## config.mk

```make
export PLATFORM = sky130hd
export DESIGN_NAME = mbox_top
export DESIGN_NICKNAME = d
export VERILOG_FILES = /design/src/rtl/mbox_pkg.sv /design/src/rtl/mbox_fsm.sv /design/src/rtl/mbox_buf.sv /design/src/rtl/mbox_top.sv
export SDC_FILE = /design/constraint.sdc
export NUM_CORES = 1
export LEC_CHECK = 0
export ABC_AREA = 1
export BUFFER_PORTS_ARGS = -buffer_cell sky130_fd_sc_hd__buf_2
export CORE_UTILIZATION = 50
export DETAILED_ROUTE_END_ITERATION = 8
export PLACE_DENSITY_LB_ADDON = 0.3
export SYNTH_ARGS = -nofsm -noshare
export SYNTH_HDL_FRONTEND = slang
export SYNTH_SLANG_ARGS = --single-unit
```

## constraint.sdc

```tcl
create_clock -name clk -period 2.4 [get_ports clk]
set_clock_uncertainty 0.05 [all_clocks]
set_input_delay 0.48 -clock clk [delete_from_list [all_inputs] [get_ports clk]]
set_output_delay 0.48 -clock clk [all_outputs]
set_load 0.01 [all_outputs]
```

## src/rtl/mbox_pkg.sv

```systemverilog
package mbox_pkg;

    typedef enum logic [1:0] {
        ST_IDLE = 2'd0,
        ST_RING = 2'd1,
        ST_WAIT = 2'd2
    } mbox_state_e;

    typedef struct packed {
        logic [7:0] size;
        logic [3:0] id;
        logic       ioc;
        logic [7:0] opcode;
    } mbox_cmd_t;

    localparam logic [7:0] OFS_CMD  = 8'h00;
    localparam logic [7:0] OFS_STAT = 8'h04;
    localparam logic [7:0] OFS_SPTR = 8'h08;
    localparam logic [7:0] OFS_DPTR = 8'h0C;
    localparam logic [7:0] OFS_WBUF = 8'h80;
    localparam logic [7:0] OFS_RBUF = 8'h90;

    function automatic mbox_cmd_t unpack_cmd(input logic [31:0] w);
        mbox_cmd_t c;
        c.opcode = w[7:0];
        c.ioc    = w[8];
        c.id     = w[15:12];
        c.size   = w[23:16];
        return c;
    endfunction

endpackage

```

## src/rtl/mbox_fsm.sv

```systemverilog
module mbox_fsm
    import mbox_pkg::*;
(
    input  logic clk,
    input  logic rst_n,
    input  logic cmd_wr,
    input  logic done,
    output logic accept,
    output logic finish,
    output logic busy,
    output logic doorbell
);

    mbox_state_e state, state_nx;

    always_ff @(posedge clk) begin
        if (!rst_n) state <= ST_IDLE;
        else        state <= state_nx;
    end

    always_comb begin
        state_nx = state;
        unique case (state)
            ST_IDLE: if (cmd_wr) state_nx = ST_RING;
            ST_RING: state_nx = done ? ST_IDLE : ST_WAIT;
            ST_WAIT: if (done)   state_nx = ST_IDLE;
            default: state_nx = ST_IDLE;
        endcase
    end

    always_comb begin
        busy     = (state != ST_IDLE);
        doorbell = (state == ST_RING);
        accept   = (state == ST_IDLE) && cmd_wr;
        finish   = (state != ST_IDLE) && done;
    end

endmodule

```

## src/rtl/mbox_buf.sv

```systemverilog
module mbox_buf #(
    parameter int WORDS = 4,
    parameter int DW    = 32,
    localparam int IW   = $clog2(WORDS)
) (
    input  logic          clk,
    input  logic          rst_n,
    input  logic          we,
    input  logic [IW-1:0] widx,
    input  logic [DW-1:0] wdata,
    input  logic [IW-1:0] ridx_a,
    output logic [DW-1:0] rdata_a,
    input  logic [IW-1:0] ridx_b,
    output logic [DW-1:0] rdata_b
);

    logic [DW-1:0] mem [WORDS];

    for (genvar g = 0; g < WORDS; g++) begin : g_word
        always_ff @(posedge clk) begin
            if (!rst_n)                           mem[g] <= '0;
            else if (we && widx == IW'(g))        mem[g] <= wdata;
        end
    end

    assign rdata_a = mem[ridx_a];
    assign rdata_b = mem[ridx_b];

endmodule

```

## src/rtl/mbox_top.sv

```systemverilog
module mbox_top
    import mbox_pkg::*;
#(
    parameter int         BUF_BYTES = 16,
    parameter logic [7:0] HOST_ID   = 8'h01,
    localparam int        WORDS     = BUF_BYTES / 4,
    localparam int        IW        = $clog2(WORDS)
) (
    input  logic          clk,
    input  logic          rst_n,
    input  logic [7:0]    h_addr,
    input  logic          h_wr,
    input  logic [31:0]   h_wdata,
    input  logic          h_rd,
    output logic [31:0]   h_rdata,
    output logic          h_irq,
    output logic          r_doorbell,
    output logic [7:0]    r_opcode,
    output logic          r_ioc,
    output logic [3:0]    r_cmd_id,
    output logic [7:0]    r_size,
    output logic [31:0]   r_src_ptr,
    output logic [31:0]   r_dst_ptr,
    input  logic [IW-1:0] r_wbuf_idx,
    output logic [31:0]   r_wbuf_data,
    input  logic          r_rbuf_we,
    input  logic [IW-1:0] r_rbuf_idx,
    input  logic [31:0]   r_rbuf_data,
    input  logic          r_done,
    input  logic          r_err,
    input  logic [7:0]    r_err_code
);

    localparam logic [7:0] BUF_MASK = 8'(BUF_BYTES - 1);

    // address decode
    logic sel_cmd, sel_stat, sel_sptr, sel_dptr, sel_wbuf, sel_rbuf;
    logic [IW-1:0] word_idx;

    assign sel_cmd  = (h_addr == OFS_CMD);
    assign sel_stat = (h_addr == OFS_STAT);
    assign sel_sptr = (h_addr == OFS_SPTR);
    assign sel_dptr = (h_addr == OFS_DPTR);
    assign sel_wbuf = ((h_addr & ~BUF_MASK) == OFS_WBUF);
    assign sel_rbuf = ((h_addr & ~BUF_MASK) == OFS_RBUF);
    assign word_idx = h_addr[IW+1:2];

    logic unused_bits;
    assign unused_bits = ^{h_addr[1:0], h_wdata[31:24], h_wdata[11:9]};

    // controller
    logic accept, finish, busy;

    mbox_fsm i_fsm (
        .clk      (clk),
        .rst_n    (rst_n),
        .cmd_wr   (h_wr && sel_cmd),
        .done     (r_done),
        .accept   (accept),
        .finish   (finish),
        .busy     (busy),
        .doorbell (r_doorbell)
    );

    // command and pointers
    mbox_cmd_t cmd_q;
    logic [31:0] sptr_q, dptr_q;

    always_ff @(posedge clk) begin
        if (!rst_n) begin
            cmd_q  <= '0;
            sptr_q <= '0;
            dptr_q <= '0;
        end else begin
            if (accept)                     cmd_q  <= unpack_cmd(h_wdata);
            if (h_wr && sel_sptr && !busy)  sptr_q <= h_wdata;
            if (h_wr && sel_dptr && !busy)  dptr_q <= h_wdata;
        end
    end

    assign r_opcode  = cmd_q.opcode;
    assign r_ioc     = cmd_q.ioc;
    assign r_cmd_id  = cmd_q.id;
    assign r_size    = cmd_q.size;
    assign r_src_ptr = sptr_q;
    assign r_dst_ptr = dptr_q;

    // buffers
    logic [31:0] wbuf_host_unused, rbuf_host, rbuf_resp_unused;

    mbox_buf #(.WORDS(WORDS), .DW(32)) i_wbuf (
        .clk     (clk),
        .rst_n   (rst_n),
        .we      (h_wr && sel_wbuf && !busy),
        .widx    (word_idx),
        .wdata   (h_wdata),
        .ridx_a  (r_wbuf_idx),
        .rdata_a (r_wbuf_data),
        .ridx_b  (word_idx),
        .rdata_b (wbuf_host_unused)
    );

    mbox_buf #(.WORDS(WORDS), .DW(32)) i_rbuf (
        .clk     (clk),
        .rst_n   (rst_n),
        .we      (r_rbuf_we),
        .widx    (r_rbuf_idx),
        .wdata   (r_rbuf_data),
        .ridx_a  (word_idx),
        .rdata_a (rbuf_host),
        .ridx_b  (r_rbuf_idx),
        .rdata_b (rbuf_resp_unused)
    );

    // completion status
    logic       err_q, ovr_q, irq_q;
    logic [7:0] code_q;
    logic [3:0] echo_q;
    logic       stat_rd;

    assign stat_rd = h_rd && sel_stat;

    always_ff @(posedge clk) begin
        if (!rst_n) begin
            err_q  <= 1'b0;
            code_q <= '0;
            echo_q <= '0;
            ovr_q  <= 1'b0;
            irq_q  <= 1'b0;
        end else begin
            if (accept) begin
                err_q  <= 1'b0;
                code_q <= '0;
            end else if (finish) begin
                err_q  <= r_err;
                code_q <= r_err_code;
                echo_q <= cmd_q.id;
            end
            if (h_wr && sel_cmd && busy) ovr_q <= 1'b1;
            if (finish && cmd_q.ioc)     irq_q <= 1'b1;
            else if (stat_rd)            irq_q <= 1'b0;
        end
    end

    assign h_irq = irq_q;

    // registered read path
    logic [31:0] status_w, rd_mux;

    assign status_w = {8'h00, code_q, HOST_ID, echo_q, 1'b0, ovr_q, err_q, busy};

    always_comb begin
        rd_mux = '0;
        if (sel_stat)      rd_mux = status_w;
        else if (sel_rbuf) rd_mux = rbuf_host;
    end

    always_ff @(posedge clk) begin
        if (!rst_n)    h_rdata <= '0;
        else if (h_rd) h_rdata <= rd_mux;
    end

endmodule

```

==> impl_metrics.json <==
{
  "cts_resized": 0,
  "portBuffers": 241,
  "ys_warn_count": 0,
  "regArea_mm2": 0.01037,
  "cts_sinks": 390,
  "endpoint_kind": "output port",
  "hold_viol": 0,
  "core-area_mm2": 0.03172,
  "clock_latency_ns": 0.53,
  "setup_viol": 0,
  "post-dp-hpwl_um": 28280,
  "netlist_area_mm2": 0.01620,
  "drt.antenna.violating_nets": 0,
  "cts_inserted_buffers": 40,
  "crit_fanout": 32,
  "p_seq_share_pct": 51.7,
  "intPower_mw": 11.10,
  "relSlewSlack_pct": 50.19,
  "min_period_ns": 2.064,
  "ys_types": 26,
  "maxCapViolCount": 0,
  "cts_tree": "yes",
  "period_share_pct": 86.01,
  "area_growth_pct": 18.58,
  "synth_cells": 1769,
  "initial_utilization_pct": 51.08,
  "cts.clk_slew.worst_paths_ns": 0.06,
  "via_per_inst": 5.397,
  "fin_nets": 2090,
  "rrSetupSlack_ns": 0.71,
  "grt_max_degree": 54,
  "cp_cell_sequence": "buf_2 -> inv_1 -> buf_12 -> o21ai_0 -> o22ai_1 -> buf_2",
  "die_area_mm2": 0.03312,
  "fmax_mhz": 484.4,
  "avgSynthCellArea_um2": 9.158,
  "crit_top_cell": "buf_2",
  "cp-start-kind": "input pin",
  "r2r-start": "i_fsm.state[1]",
  "rsz0062_at_grt": "false",
  "dieWidth_um": 182,
  "cts_hold_buf": 0,
  "drtIter0Drc": 1364,
  "outcome": "finished clean",
  "crit_arrival_ns": 1.53,
  "grt_antenna_before_repair": 2,
  "io_pins": 242,
  "power_density_mw_per_mm2": 747.9,
  "fin_tns_setup_ns": 0,
  "setup_ws_ns": 0.3357,
  "critPathKind": "in -> out",
  "cpPeakStageDelay_ns": 0.24,
  "total_power_mw": 14.37,
  "cp.required_ns": 1.87,
  "combPwrFrac_pct": 6.8,
  "hold_end": "i_fsm.state[1]",
  "dieHeight_um": 182,
  "cts_root_buffer": "clkbuf_16",
  "gr-total-overflow": 0,
  "final_common_cell": "nor2_1",
  "hp-class": "in -> reg",
  "post-place-ws_ns": 0.3256,
  "wl_per_cell_um": 17.85,
  "syn-num-nets": 1860,
  "layout_common_cells": "nor2_1 (445), nand2_1 (386), edfxtp_1 (256)",
  "fill_cells": 2750,
  "drive_above_1_share_pct": 18.41,
  "wl_um": 43440,
  "worst_slew_pin_slew_ns": 0.7463,
  "irDropWorstVdd_v": 0.0006852,
  "synth_seq_cells": 390,
  "r2r-end": "i_wbuf.mem[3][15]",
  "grt_pass1_vias": 12480,
  "timing.hold.ws_ns": 0.09765,
  "min_delay_path_depth": 2,
  "drv_slew": 0,
  "gr-usage-all-layers_pct": 26.09,
  "vias": 13140,
  "num_rows": 65,
  "crit_slowest_cell": "o22ai_1",
  "cts_buffer_depth": 3,
  "hp-start": "r_done",
  "first_pass_iters": 5,
  "ys_seq_area_share_pct": 64.01,
  "postCtsSetupBuffers": 0,
  "gp_congestion": 0.8319,
  "grt_pass1_wl_um": 67220,
  "sw_frac_of_total_pct": 22.75,
  "p_leak_nw": 8.641,
  "multi_input_area_mm2": 0.004910,
  "clock_power_share_pct": 41.5,
  "htree_levels": 2,
  "drc_errors": 0,
  "rr_worst_depth": 6,
  "p_sw_mw": 3.268
}
layout make-up:
| type | instances | share of cell area, % |
|---|---|---|
| diodes | 1 | 0.01303 |
| repair buffers | 300 | 9.314 |
| inverters | 105 | 2.052 |
| clock inverters | 17 | 0.7099 |
| multi-input cells | 1162 | 25.56 |
| flip-flops and latches | 390 | 53.98 |
| well taps | 402 | 2.618 |
| clock buffers | 57 | 5.757 |
metrics by stage:
step	util, %	cells	instance area, um2
3_5_place_dp	56.64	2359	17970
6_report	60.57	2434	19210
3_3_place_gp	56.64	2359	17970
5_1_grt	60.57	2434	19210
4_1_cts	60.56	2433	19210
2_1_floorplan	-	1769	16200
layer usage:
layer / track usage [%] / vias up / wire length, um
li1: - / 6248 / -
met2: 43.88 / 617 / 20870
met1: 34.31 / 6183 / 17740
met3: 3.610 / 87 / 3496
met4: 10.02 / 2 / 1328
met5: 0 / - / 13
synth_stat cells:
master	instances	share of area [%]
clkinv_1	2	0.046
nor2_1	446	10
buf_2	29	0.90
nor3_4	1	0.10
nand2_1	390	9.0
nor2_2	4	0.15
inv_1	99	2.3
o22ai_1	32	1.2
nand4_1	21	0.81
a21oi_1	18	0.56
buf_1	14	0.32
buf_6	12	0.83
nand2_2	1	0.039
edfxtp_1	256	47
dfxtp_1	134	17
o21ai_0	96	3.0
a211oi_1	1	0.046
buf_4	3	0.14
nand3_1	110	3.4
nand3_2	1	0.062
o21ai_1	4	0.12
nor3_2	3	0.19
nand3b_1	1	0.046
inv_2	4	0.093
nor3_1	33	1.0
clkbuf_1	54	1.3
sequential cells by signal, summed over array words and instances, names as in the netlist:
register	flops
r_src_ptr	32
r_dst_ptr	32
h_irq	1
err_q	1
h_rdata	32
i_rbuf.mem	128
ovr_q	1
r_opcode	8
code_q	8
r_cmd_id	4
i_fsm.state	2
r_size	8
i_wbuf.mem	128
echo_q	4
r_ioc	1
worst max-delay path: cells and delay by family:
kind,cells,cell delay [ns]
buffers and inverters,4,0.69
AOI/OAI and AO/OA,2,0.35
worst max-delay path by stage:
| stage | slack [ns] | startpoint | endpoint | cells after the start |
|---|---|---|---|---|
| final | 0.34 | r_wbuf_idx[1] | r_wbuf_data[17] | 6 |
| after CTS | 0.35 | r_wbuf_idx[1] | r_wbuf_data[17] | 6 |
| after global routing | 0.32 | r_wbuf_idx[1] | r_wbuf_data[27] | 6 |
| after floorplan | 0.05 | h_addr[2] | i_wbuf.mem[1][0] | 7 |
| after detailed placement | 0.33 | h_addr[1] | r_src_ptr[2] | 9 |
| after global placement | 0.36 | h_addr[1] | r_src_ptr[29] | 9 |
cells by family (layout without fill, tap and decap cells):
group	count (synthesis)	in the layout	synth area share (%)
simple gates	1011	1011	25.19
buf+inv	217	479	5.877
other cells	0	1	0
compound gates	151	151	4.927
flops	390	390	64.01
power by group through the flow:
stage / logic (mW) / clock network [mW] / registers, mW
after floorplan: 0.543 / 0 / 7.57
after global placement: 0.958 / 0 / 7.57
after detailed placement: 0.968 / 0 / 7.58
after CTS: 0.973 / 6.01 / 7.44
after global routing: 1.07 / 6.28 / 7.45
final: 0.978 / 5.96 / 7.43
(Power assumes the default switching activity.)
